**src/rtl/requant_pkg.sv**
```systemverilog
package requant_pkg;

   typedef enum logic [1:0] {
      RQ_TRUNC     = 2'b00,
      RQ_HALF_UP   = 2'b01,
      RQ_HALF_AWAY = 2'b10,
      RQ_HALF_EVEN = 2'b11
   } rq_mode_e;

endpackage

```
**src/rtl/requant_round_decide.sv**
```systemverilog
// Decides whether the kept part must be stepped up by one LSB.
module requant_round_decide
   import requant_pkg::*;
#(
   parameter int DROP = 15
) (
   input  rq_mode_e          mode,
   input  logic              sign_bit,
   input  logic              keep_lsb,
   input  logic [DROP-1:0]   frac,
   output logic              inc
);

   logic half_bit;
   logic below_nz;

   assign half_bit = frac[DROP-1];

   generate
      if (DROP == 1) begin : g_single
         assign below_nz = 1'b0;
      end else begin : g_multi
         assign below_nz = |frac[DROP-2:0];
      end
   endgenerate

   always_comb begin
      unique case (mode)
         RQ_TRUNC:     inc = 1'b0;
         RQ_HALF_UP:   inc = half_bit;
         RQ_HALF_AWAY: inc = half_bit & (below_nz | ~sign_bit);
         RQ_HALF_EVEN: inc = half_bit & (below_nz | keep_lsb);
         default:      inc = 1'b0;
      endcase
   end

endmodule

```
**src/rtl/requant_sat.sv**
```systemverilog
// Clips a signed sum to OUT_W bits and reports clipping.
module requant_sat #(
   parameter int SUM_W = 17,
   parameter int OUT_W = 16
) (
   input  logic [SUM_W-1:0] sum,
   output logic [OUT_W-1:0] res,
   output logic             clip
);

   localparam int HI_W = SUM_W - OUT_W + 1;

   logic [HI_W-1:0] hi;
   logic            fits;

   assign hi   = sum[SUM_W-1:OUT_W-1];
   assign fits = (hi == '0) || (hi == '1);

   always_comb begin
      if (fits) begin
         res  = sum[OUT_W-1:0];
         clip = 1'b0;
      end else if (sum[SUM_W-1]) begin
         res  = {1'b1, {(OUT_W-1){1'b0}}};
         clip = 1'b1;
      end else begin
         res  = {1'b0, {(OUT_W-1){1'b1}}};
         clip = 1'b1;
      end
   end

endmodule

```
**src/rtl/requant_round.sv**
```systemverilog
module requant_round
   import requant_pkg::*;
#(
   parameter int IN_W  = 31,
   parameter int DROP  = 15,
   parameter int OUT_W = 16
) (
   input  logic              clk,
   input  logic              rst_n,
   input  logic              in_valid,
   input  logic [IN_W-1:0]   in_data,
   input  logic [1:0]        mode,
   output logic              out_valid,
   output logic [OUT_W-1:0]  out_data,
   output logic              out_ovf
);

   localparam int KEEP  = IN_W - DROP;
   localparam int SUM_W = KEEP + 1;

   generate
      if (DROP < 1 || DROP >= IN_W) begin : g_bad_drop
         $error("requant_round: DROP must lie in 1..IN_W-1");
      end
      if (OUT_W < 2 || OUT_W > KEEP) begin : g_bad_out
         $error("requant_round: OUT_W must lie in 2..IN_W-DROP");
      end
   endgenerate

   logic [KEEP-1:0]  kept;
   logic [DROP-1:0]  frac;
   logic             inc;
   logic [SUM_W-1:0] sum;
   logic [OUT_W-1:0] res;
   logic             clip;

   assign kept = in_data[IN_W-1:DROP];
   assign frac = in_data[DROP-1:0];

   requant_round_decide #(.DROP(DROP)) u_decide (
      .mode     (rq_mode_e'(mode)),
      .sign_bit (in_data[IN_W-1]),
      .keep_lsb (kept[0]),
      .frac     (frac),
      .inc      (inc)
   );

   assign sum = {kept[KEEP-1], kept} + SUM_W'(inc);

   requant_sat #(.SUM_W(SUM_W), .OUT_W(OUT_W)) u_sat (
      .sum  (sum),
      .res  (res),
      .clip (clip)
   );

   always_ff @(posedge clk or negedge rst_n) begin
      if (!rst_n) begin
         out_valid <= 1'b0;
         out_data  <= '0;
         out_ovf   <= 1'b0;
      end else begin
         out_valid <= in_valid;
         out_ovf   <= in_valid & clip;
         if (in_valid) out_data <= res;
      end
   end

endmodule

```
**config.mk**
```make
export PLATFORM = sky130hd
export DESIGN_NAME = requant_round
export DESIGN_NICKNAME = d
export VERILOG_FILES = /design/src/rtl/requant_pkg.sv /design/src/rtl/requant_round_decide.sv /design/src/rtl/requant_sat.sv /design/src/rtl/requant_round.sv
export SDC_FILE = /design/constraint.sdc
export NUM_CORES = 1
export LEC_CHECK = 0
export BUFFER_PORTS_ARGS = -buffer_cell sky130_fd_sc_hd__buf_4
export CORE_MARGIN = 2
export CORE_UTILIZATION = 47
export CTS_CLUSTER_SIZE = 16
export DETAILED_ROUTE_END_ITERATION = 10
export PLACE_DENSITY = 0.83
export REMOVE_ABC_BUFFERS = 1
export SYNTH_ARGS = -nofsm -noshare
export SYNTH_HDL_FRONTEND = slang
export SYNTH_SLANG_ARGS = --single-unit
```
**constraint.sdc**
```tcl
create_clock -name clk -period 1.2 [get_ports clk]
set_input_delay 0.24 -clock clk [delete_from_list [all_inputs] [get_ports clk]]
set_output_delay 0.24 -clock clk [all_outputs]
set_load 0.02 [all_outputs]
```
==> results of run 1 <==
-- per-layer routing --
| metal | wire length, um | vias to the layer above |
|---|---|---|
| met5 | 0 | - |
| met4 | 347 | 0 |
| met3 | 491 | 38 |
| met2 | 2510 | 113 |
| met1 | 1830 | 692 |
| li1 | - | 599 |
-- state kept, by name, indices dropped and copies added (netlist names) --
| signal | flops |
|---|---|
| out_data | 16 |
| out_ovf | 1 |
| out_valid | 1 |
-- area by class of cell --
type	count	area, um^2	area share, %
Multi-Input combinational cell	89	763	39.0
Timing Repair Buffer	86	663	33.8
Sequential cell	18	450	23.0
Clock buffer	4	36.3	1.85
Tap cell	28	35.0	1.79
Inverter	3	11.3	0.575
-- worst max path at each step --
stage	slack, ns	to	depth (start not counted)	from
after floorplan	-1.14	out_data[0]	10	mode[0]
after global placement	-1.20	out_data[9]	12	mode[0]
after detailed placement	-1.26	out_data[8]	11	in_data[11]
after CTS	-0.72	out_data[12]	13	in_data[30]
after global routing	-0.92	out_data[12]	13	in_data[30]
final	-0.88	out_data[12]	13	in_data[30]
-- worst max-delay path, cell delays in order --
cell,delay [ns]
buf_8,0.10
nor2_4,0.11
nor3_2,0.06
a41o_1,0.18
a21boi_1,0.15
ha_2,0.28
ha_4,0.17
and3_4,0.21
buf_6,0.13
nand4_1,0.16
xnor2_1,0.24
nor2_1,0.08
o22a_1,0.17
-- layout by cell type (no fill, tap or decap), types with 2 or more instances in the layout --
cell type / count
buf_4: 82
dfrtp_1: 18
o22a_1: 13
nor2_1: 10
xnor2_1: 7
nand2_1: 6
nand3_1: 5
and3_1: 4
inv_1: 3
nor4_4: 3
nor2b_1: 3
a21oi_1: 3
xor2_1: 3
nand4_1: 3
clkbuf_4: 3
o21ai_0: 2
nor3_2: 2
and4_4: 2
nand3_2: 2
buf_6: 2
-- power breakdown --
group	internal (mW)	switching (mW)
clock network	0.185	0.209
registers	0.660	0.0358
logic	0.291	0.297
-- through the flow --
step | instances | setup WS, ns | total power [mW] | TNS (ns)
final | 228 | -0.876 | 1.68 | -13.19
after global routing | 228 | -0.917 | 1.74 | -14.02
after CTS | 227 | -0.719 | 1.61 | -10.87
after detailed placement | 219 | -1.26 | 1.20 | -20.51
after global placement | 219 | -1.20 | 1.18 | -19.65
after floorplan | 110 | -1.14 | 0.889 | -17.80
-- cells by family after synthesis --
family,Yosys count
AOI/OAI and AO/OA,26
xor gates and xnor gates,12
buffers and inverters,9
DFF,18
adders and majority gates,2
and+or+nand+nor,48
muxes,1
-- synthesized netlist by cell type (all sizes together), types with 3 or more instances --
master and instances:
and3 5, nor2b 4, xor2 4, o22a 13
nand3 7, xnor2 8, inv 3, o21ai 3
nor4 4, dfrtp 18, nand4 3, a21oi 3
nand2 7, nor2 12, and4 3, nor3 3
buf 4
-- repair_timing --
action                                  CTS  global route
hold buffers                              1             0
endpoints found under the hold margin    18             0
pin swaps                                28             6
buffers inserted                          3             1
endpoints found under the setup margin   17            17
gates resized for setup                  26             5
==> metrics.md, run 1 <==
| Metric | Value |
|---|---|
| Vias | `1442` |
| R2r startpoint | `out_data[2]` |
| H-tree depth | `1` |
| Width of the die | `52.9 um` |
| Unrepaired setup endpoints after global routing | `yes` |
| Synth Area in Adders | `2.23%` |
| Worst reg2reg path depth | `1` |
| Diode count | `0` |
| Outcome | `complete, but fails checks` |
| Met1 Use GR | `44.1%` |
| Synth Flop Type | `dfrtp_1` |
| Vias in the first global route | `1486` |
| CP required | `1.41 ns` |
| Via density | `6.32` |
| Synth Area in Simple Gates | `22.9%` |
| Relative slew slack | `78.5%` |
| Port bufs | `53` |
| Crit path max fanout | `6` |
| Die Ht | `52.9 um` |
| Worst hold margin | `0.156 ns` |
| Starting density of the core | `50.3%` |
| Critical path arrival | `2.29 ns` |
| VDD IR-drop max | `0.723 mV` |
| Top cell type's share of synthesized area | `40.1%` |
| Row count | `17` |
| Initial antenna violation count | `0` |
| Final #Nets | `239` |
| DRT Pass-1 Iters | `4` |
| Sequential share of the synthesized area | `40.1%` |
| Worst-path clk slew | `0.12 ns` |
| Post-synth design cell area | `1120 um^2` |
| GRT overflow | `0` |
| EDFF count, synth | `0` |
| Area leader, netlist | `dfrtp_1` |
| WL final | `5.18 mm` |
| CP startpoint kind | `input port` |
| Final Wtd Congestion | `0.900` |
| First-pass GRT wire length | `7.50 mm` |
| Final instance area | `1960 um^2` |
| Met3 usage | `7.06%` |
| Achievable Freq | `482 MHz` |
| Leak pwr | `0.913 nW` |
| Failing checks | `setup timing` |
| Core area | `2230 um^2` |
| HP Start | `in_valid` |
| Final core occ | `87.7%` |
| Filler cell count | `108` |
| ANT nets after route | `0` |
| Syn Area/Cell | `9.68 um^2` |
| Mux share of post-synthesis cell area | `1.34%` |
| Hold path depth | `1` |
| Worst Setup Path Type | `in2reg` |
| Xor/xnor cell area share of the yosys netlist | `9.36%` |
| Met2 Use GR | `67.7%` |
| Drt wl/cell | `22.7 um` |
| Largest net degree at the start of global routing | `19` |
| Max-slew violation count | `0` |
| PwrDens | `856 nW/um^2` |
| Final setup vio count | `17` |
| Clock Latency Late Sink | `0.31 ns` |
| Layout area overhead | `74.6%` |
| DRC violations left | `0` |
| Final Hold Violating Endpoints | `0` |
| Worst slew pin tran | `0.323 ns` |
| Post-route minimum period | `2.08 ns` |
| DIE AREA | `2790 um^2` |
| Synth Area in Compound Gates | `19.6%` |
| Hold Crit Class | `in2reg` |
| Maximum Capacitance Violations | `0` |
| Total Routing Usage GR | `39.0%` |
| Seq cells post-synth | `18` |
| CTS tree | `done` |
| Clock buffer depth | `2` |
| Clock skew | `0 ns` |
| Unique masters post-synth | `31` |
| Area contributors post-synth | `dfrtp_1 40%, o22a_1 10%, xnor2_1 6.2%, nor2_1 4.0%, nand3_1 3.1%` |
| Detailed placement HPWL | `2.65 mm` |
| DP Area | `1730 um^2` |
| CTS Buf Count | `3` |
| # IOs | `54` |
| Clock sink count | `18` |
| Worst Setup End Kind | `flop` |
| Worst setup slack after layout | `-0.876 ns` |
| Reg-to-reg critical path endpoint | `out_data[2]` |
| Largest family of logic cells by synthesized area | `simple AND/OR/NAND/NOR gates` |
| DRT iter0 DRCs | `70` |
| Post-synthesis cell count | `116` |
| Ratio of final minimum period to clock period | `173%` |
| CTS root buffer | `clkbuf_4` |
| GRT busiest layer | `met2` |
| Share of cells above drive strength 1 | `56.0%` |
| Warnings from Yosys | `0` |
| Async set-or-reset flop fraction in the synthesized netlist | `100%` |
| Hold Path Sink | `out_valid` |
| Reg2reg setup slack | `0.47 ns` |
(Power assumes the default switching activity.)
==> run 2: changes to the inputs <==
--- a/config.mk
+++ b/config.mk
@@ -11,6 +11,7 @@
 export CTS_CLUSTER_SIZE = 16
 export DETAILED_ROUTE_END_ITERATION = 10
 export PLACE_DENSITY = 0.83
+export RECOVER_POWER = 25
 export REMOVE_ABC_BUFFERS = 1
 export SYNTH_ARGS = -nofsm -noshare
 export SYNTH_HDL_FRONTEND = slang
==> run 2 against run 1 <==
- hold slack improved by 0.18 ns
- the run still ends with setup timing left
- via count fell by 0.14%
- sequential share of layout area rose by 0.074 points
- total power barely moved
- routed wire length fell by 0.79%
- design area fell by 0.32%
- die area did not move
- count of clock-buffer cells in the layout did not move
- largest power group unchanged
- clock power barely moved
==> metrics.md, run 2 (same netlist as run 1, synthesis figures left out) <==
| Metric | Value |
|---|---|
| Outcome | `complete, but fails checks` |
| Failing checks | `setup timing` |
| Worst Setup EP | `out_data[12]` |
| DP Area | `1730 um^2 (unchanged)` |
| R2r startpoint | `out_data[8]` |
| Commonest non-fill, non-tap cell in the layout | `buf_4` |
| Via density | `6.32 (-0.14%)` |
| Width of the die | `52.9 um (unchanged)` |
| Top flop regs | `out_data (16), out_ovf (1), out_valid (1)` |
| CP max stage delay | `0.27 ns (about the same)` |
| Leak pwr | `0.908 nW (-0.47%)` |
| Detailed placement HPWL | `2.65 mm (unchanged)` |
| # IOs | `54 (unchanged)` |
| Ratio of final minimum period to clock period | `171% (-2.1 points)` |
| Post-route minimum period | `2.05 ns (-0.0251 ns)` |
| Clock sink count | `18 (unchanged)` |
| Share of power burned in registers | `41.5% (about the same)` |
| HP Start | `in_valid` |
| Worst setup path start | `in_data[30]` |
| Vias in the first global route | `1486 (unchanged)` |
| Largest register FFs | `16 (unchanged)` |
| Max-slew violation count | `0 (unchanged)` |
| Worst Setup End Kind | `flop` |
| Final core occ | `87.5% (-0.28 points)` |
| Maximum Capacitance Violations | `0 (unchanged)` |
| Combinational Power Share | `34.8% (-0.2 points)` |
| Biggest register | `out_data` |
| GRT overflow | `0 (unchanged)` |
| CTS Buf Count | `3 (unchanged)` |
| Worst setup slack after layout | `-0.851 ns (+0.0251 ns)` |
| Total power | `1.68 mW (about the same)` |
| Core area | `2230 um^2 (unchanged)` |
| Vias | `1440 (-0.14%)` |
| PwrDens | `858 nW/um^2 (+0.25%)` |
| Final Wtd Congestion | `0.900 (unchanged)` |
| Reg-to-reg critical path endpoint | `out_data[8]` |
| First-pass GRT wire length | `7.50 mm (unchanged)` |
| Layout area overhead | `74.0%` |
| Buf/Inv on CP | `2 (unchanged)` |
| Clock buffer depth | `2 (unchanged)` |
| Crit-path cells | `buf_8 > nor2_4 > nor3_2 > a41o_1 > a21boi_1 > ha_2 > ha_4 > and3_4 > buf_6 > nand4_1 > xnor2_1 > nor2_1 > o22a_1` |
| Share of cells above drive strength 1 | `55.5% (-0.50 points)` |
| Clock Latency Late Sink | `0.31 ns (about the same)` |
| Starting density of the core | `50.3% (unchanged)` |
| H-tree depth | `1 (unchanged)` |
| Worst reg2reg path depth | `1 (unchanged)` |
| Final #Nets | `239 (unchanged)` |
| Clock share of power | `23.7% (+0.2 points)` |
| DRT iter0 DRCs | `70 (unchanged)` |
| Relative slew slack | `60.2% (-18 points)` |
| Post-route insts no fill | `228 (unchanged)` |
| Critical path arrival | `2.27 ns (-0.02 ns)` |
| CP required | `1.42 ns (about the same)` |
| Final instance area | `1950 um^2 (-0.32%)` |
| CP startpoint kind | `input port` |
| DRC violations left | `0 (unchanged)` |
| Achievable Freq | `488 MHz (+1.2%)` |
| Final setup vio count | `17 (unchanged)` |
| Row count | `17 (unchanged)` |
| VDD IR-drop max | `0.723 mV (about the same)` |
| CTS tree | `done` |
| TNS Setup | `-12.84 ns (+0.349 ns)` |
| Worst-path clk slew | `0.12 ns (about the same)` |
| Worst Setup Path Type | `in2reg` |
| ANT nets after route | `0 (unchanged)` |
| Stages on the worst setup path | `13 (unchanged)` |
| DRT Pass-1 Iters | `4 (unchanged)` |
| Total Routing Usage GR | `39.0% (unchanged)` |
| Net Sw Frac | `32.4% (+0.11 points)` |
| Worst slew pin tran | `0.597 ns (+0.275 ns)` |
| Crit path max fanout | `6 (unchanged)` |
| WL final | `5.14 mm (-0.79%)` |
| Port bufs | `53 (unchanged)` |
| Diode count | `0 (unchanged)` |
| Place WS | `-1.26 ns (unchanged)` |
| Most frequent cells in the layout | `80 x buf_4, 18 x dfrtp_1, 13 x o22a_1` |
| CTS root buffer | `clkbuf_4` |
| Delay-heaviest family, CP | `simple AND/OR/NAND/NOR gates` |
| Switching pwr | `0.543 mW (+0.29%)` |
| Post-Place Cells | `219 (unchanged)` |
| Die Ht | `52.9 um (unchanged)` |
| Reg2reg setup slack | `0.47 ns (about the same)` |
| DIE AREA | `2790 um^2 (unchanged)` |
| Initial antenna violation count | `0 (unchanged)` |
| Largest net degree at the start of global routing | `19 (unchanged)` |
| CP max-delay cell | `ha_2` |
| Hold Crit Class | `in2reg` |
| Drt wl/cell | `22.5 um (-0.79%)` |
| Unrepaired setup endpoints after global routing | `yes` |
| Filler cell count | `110 (+1.9%)` |
| Clock skew | `0 ns (unchanged)` |
| Worst hold margin | `0.339 ns (+0.183 ns)` |
| Internal | `1.13 mW (-0.24%)` |
| Final Hold Violating Endpoints | `0 (unchanged)` |
==> run 2: changes by cell type in the layout (fill, tap and decap cells not counted), sizes merged <==
cell    before  now
buf         85   83
clkbuf       4    6
==> run 2: cell type report <==
class / count / area [um^2] / area share, %
Clock buffer: 4 / 36.3 / 1.86
Inverter: 3 / 11.3 / 0.577
Multi-Input combinational cell: 89 / 763 / 39.1
Sequential cell: 18 / 450 / 23.1
Tap cell: 28 / 35.0 / 1.79
Timing Repair Buffer: 86 / 657 / 33.6
==> run 2: worst min path at each step <==
stage | endpoint | slack (ns) | cells past startpoint
after floorplan | out_data[0] | -0.06 | 0
after global placement | out_valid | 0.12 | 1
after detailed placement | out_data[5] | 0.12 | 1
after CTS | out_valid | 0.14 | 1
after global routing | out_valid | 0.32 | 1
final | out_valid | 0.34 | 1
==> run 2: timing repair <==
action                                  4_1_cts  5_1_grt
resized for setup                            26        5
cloned                                        0        0
setup buffers                                 3        1
endpoints found under the hold margin        18        0
pin swaps                                    28        6
hold buffers                                  1        0
endpoints found under the setup margin       17       17
==> run 2: layer usage <==
layer  routed length [um]  track usage, %  share of wire, %
met1                 1780            44.1                35
met2                 2500            67.7                49
met3                  527            7.06                10
met4                  340            23.1               6.6
met5                    0               0                 0
==> run 2: power by group through the flow <==
stage | sequential [mW] | clock, mW | combinational (mW)
floorplan | 0.769 | 0 | 0.120
global placement | 0.701 | 0 | 0.481
detailed placement | 0.705 | 0 | 0.491
CTS | 0.693 | 0.387 | 0.534
global route | 0.700 | 0.426 | 0.611
finish | 0.696 | 0.397 | 0.583
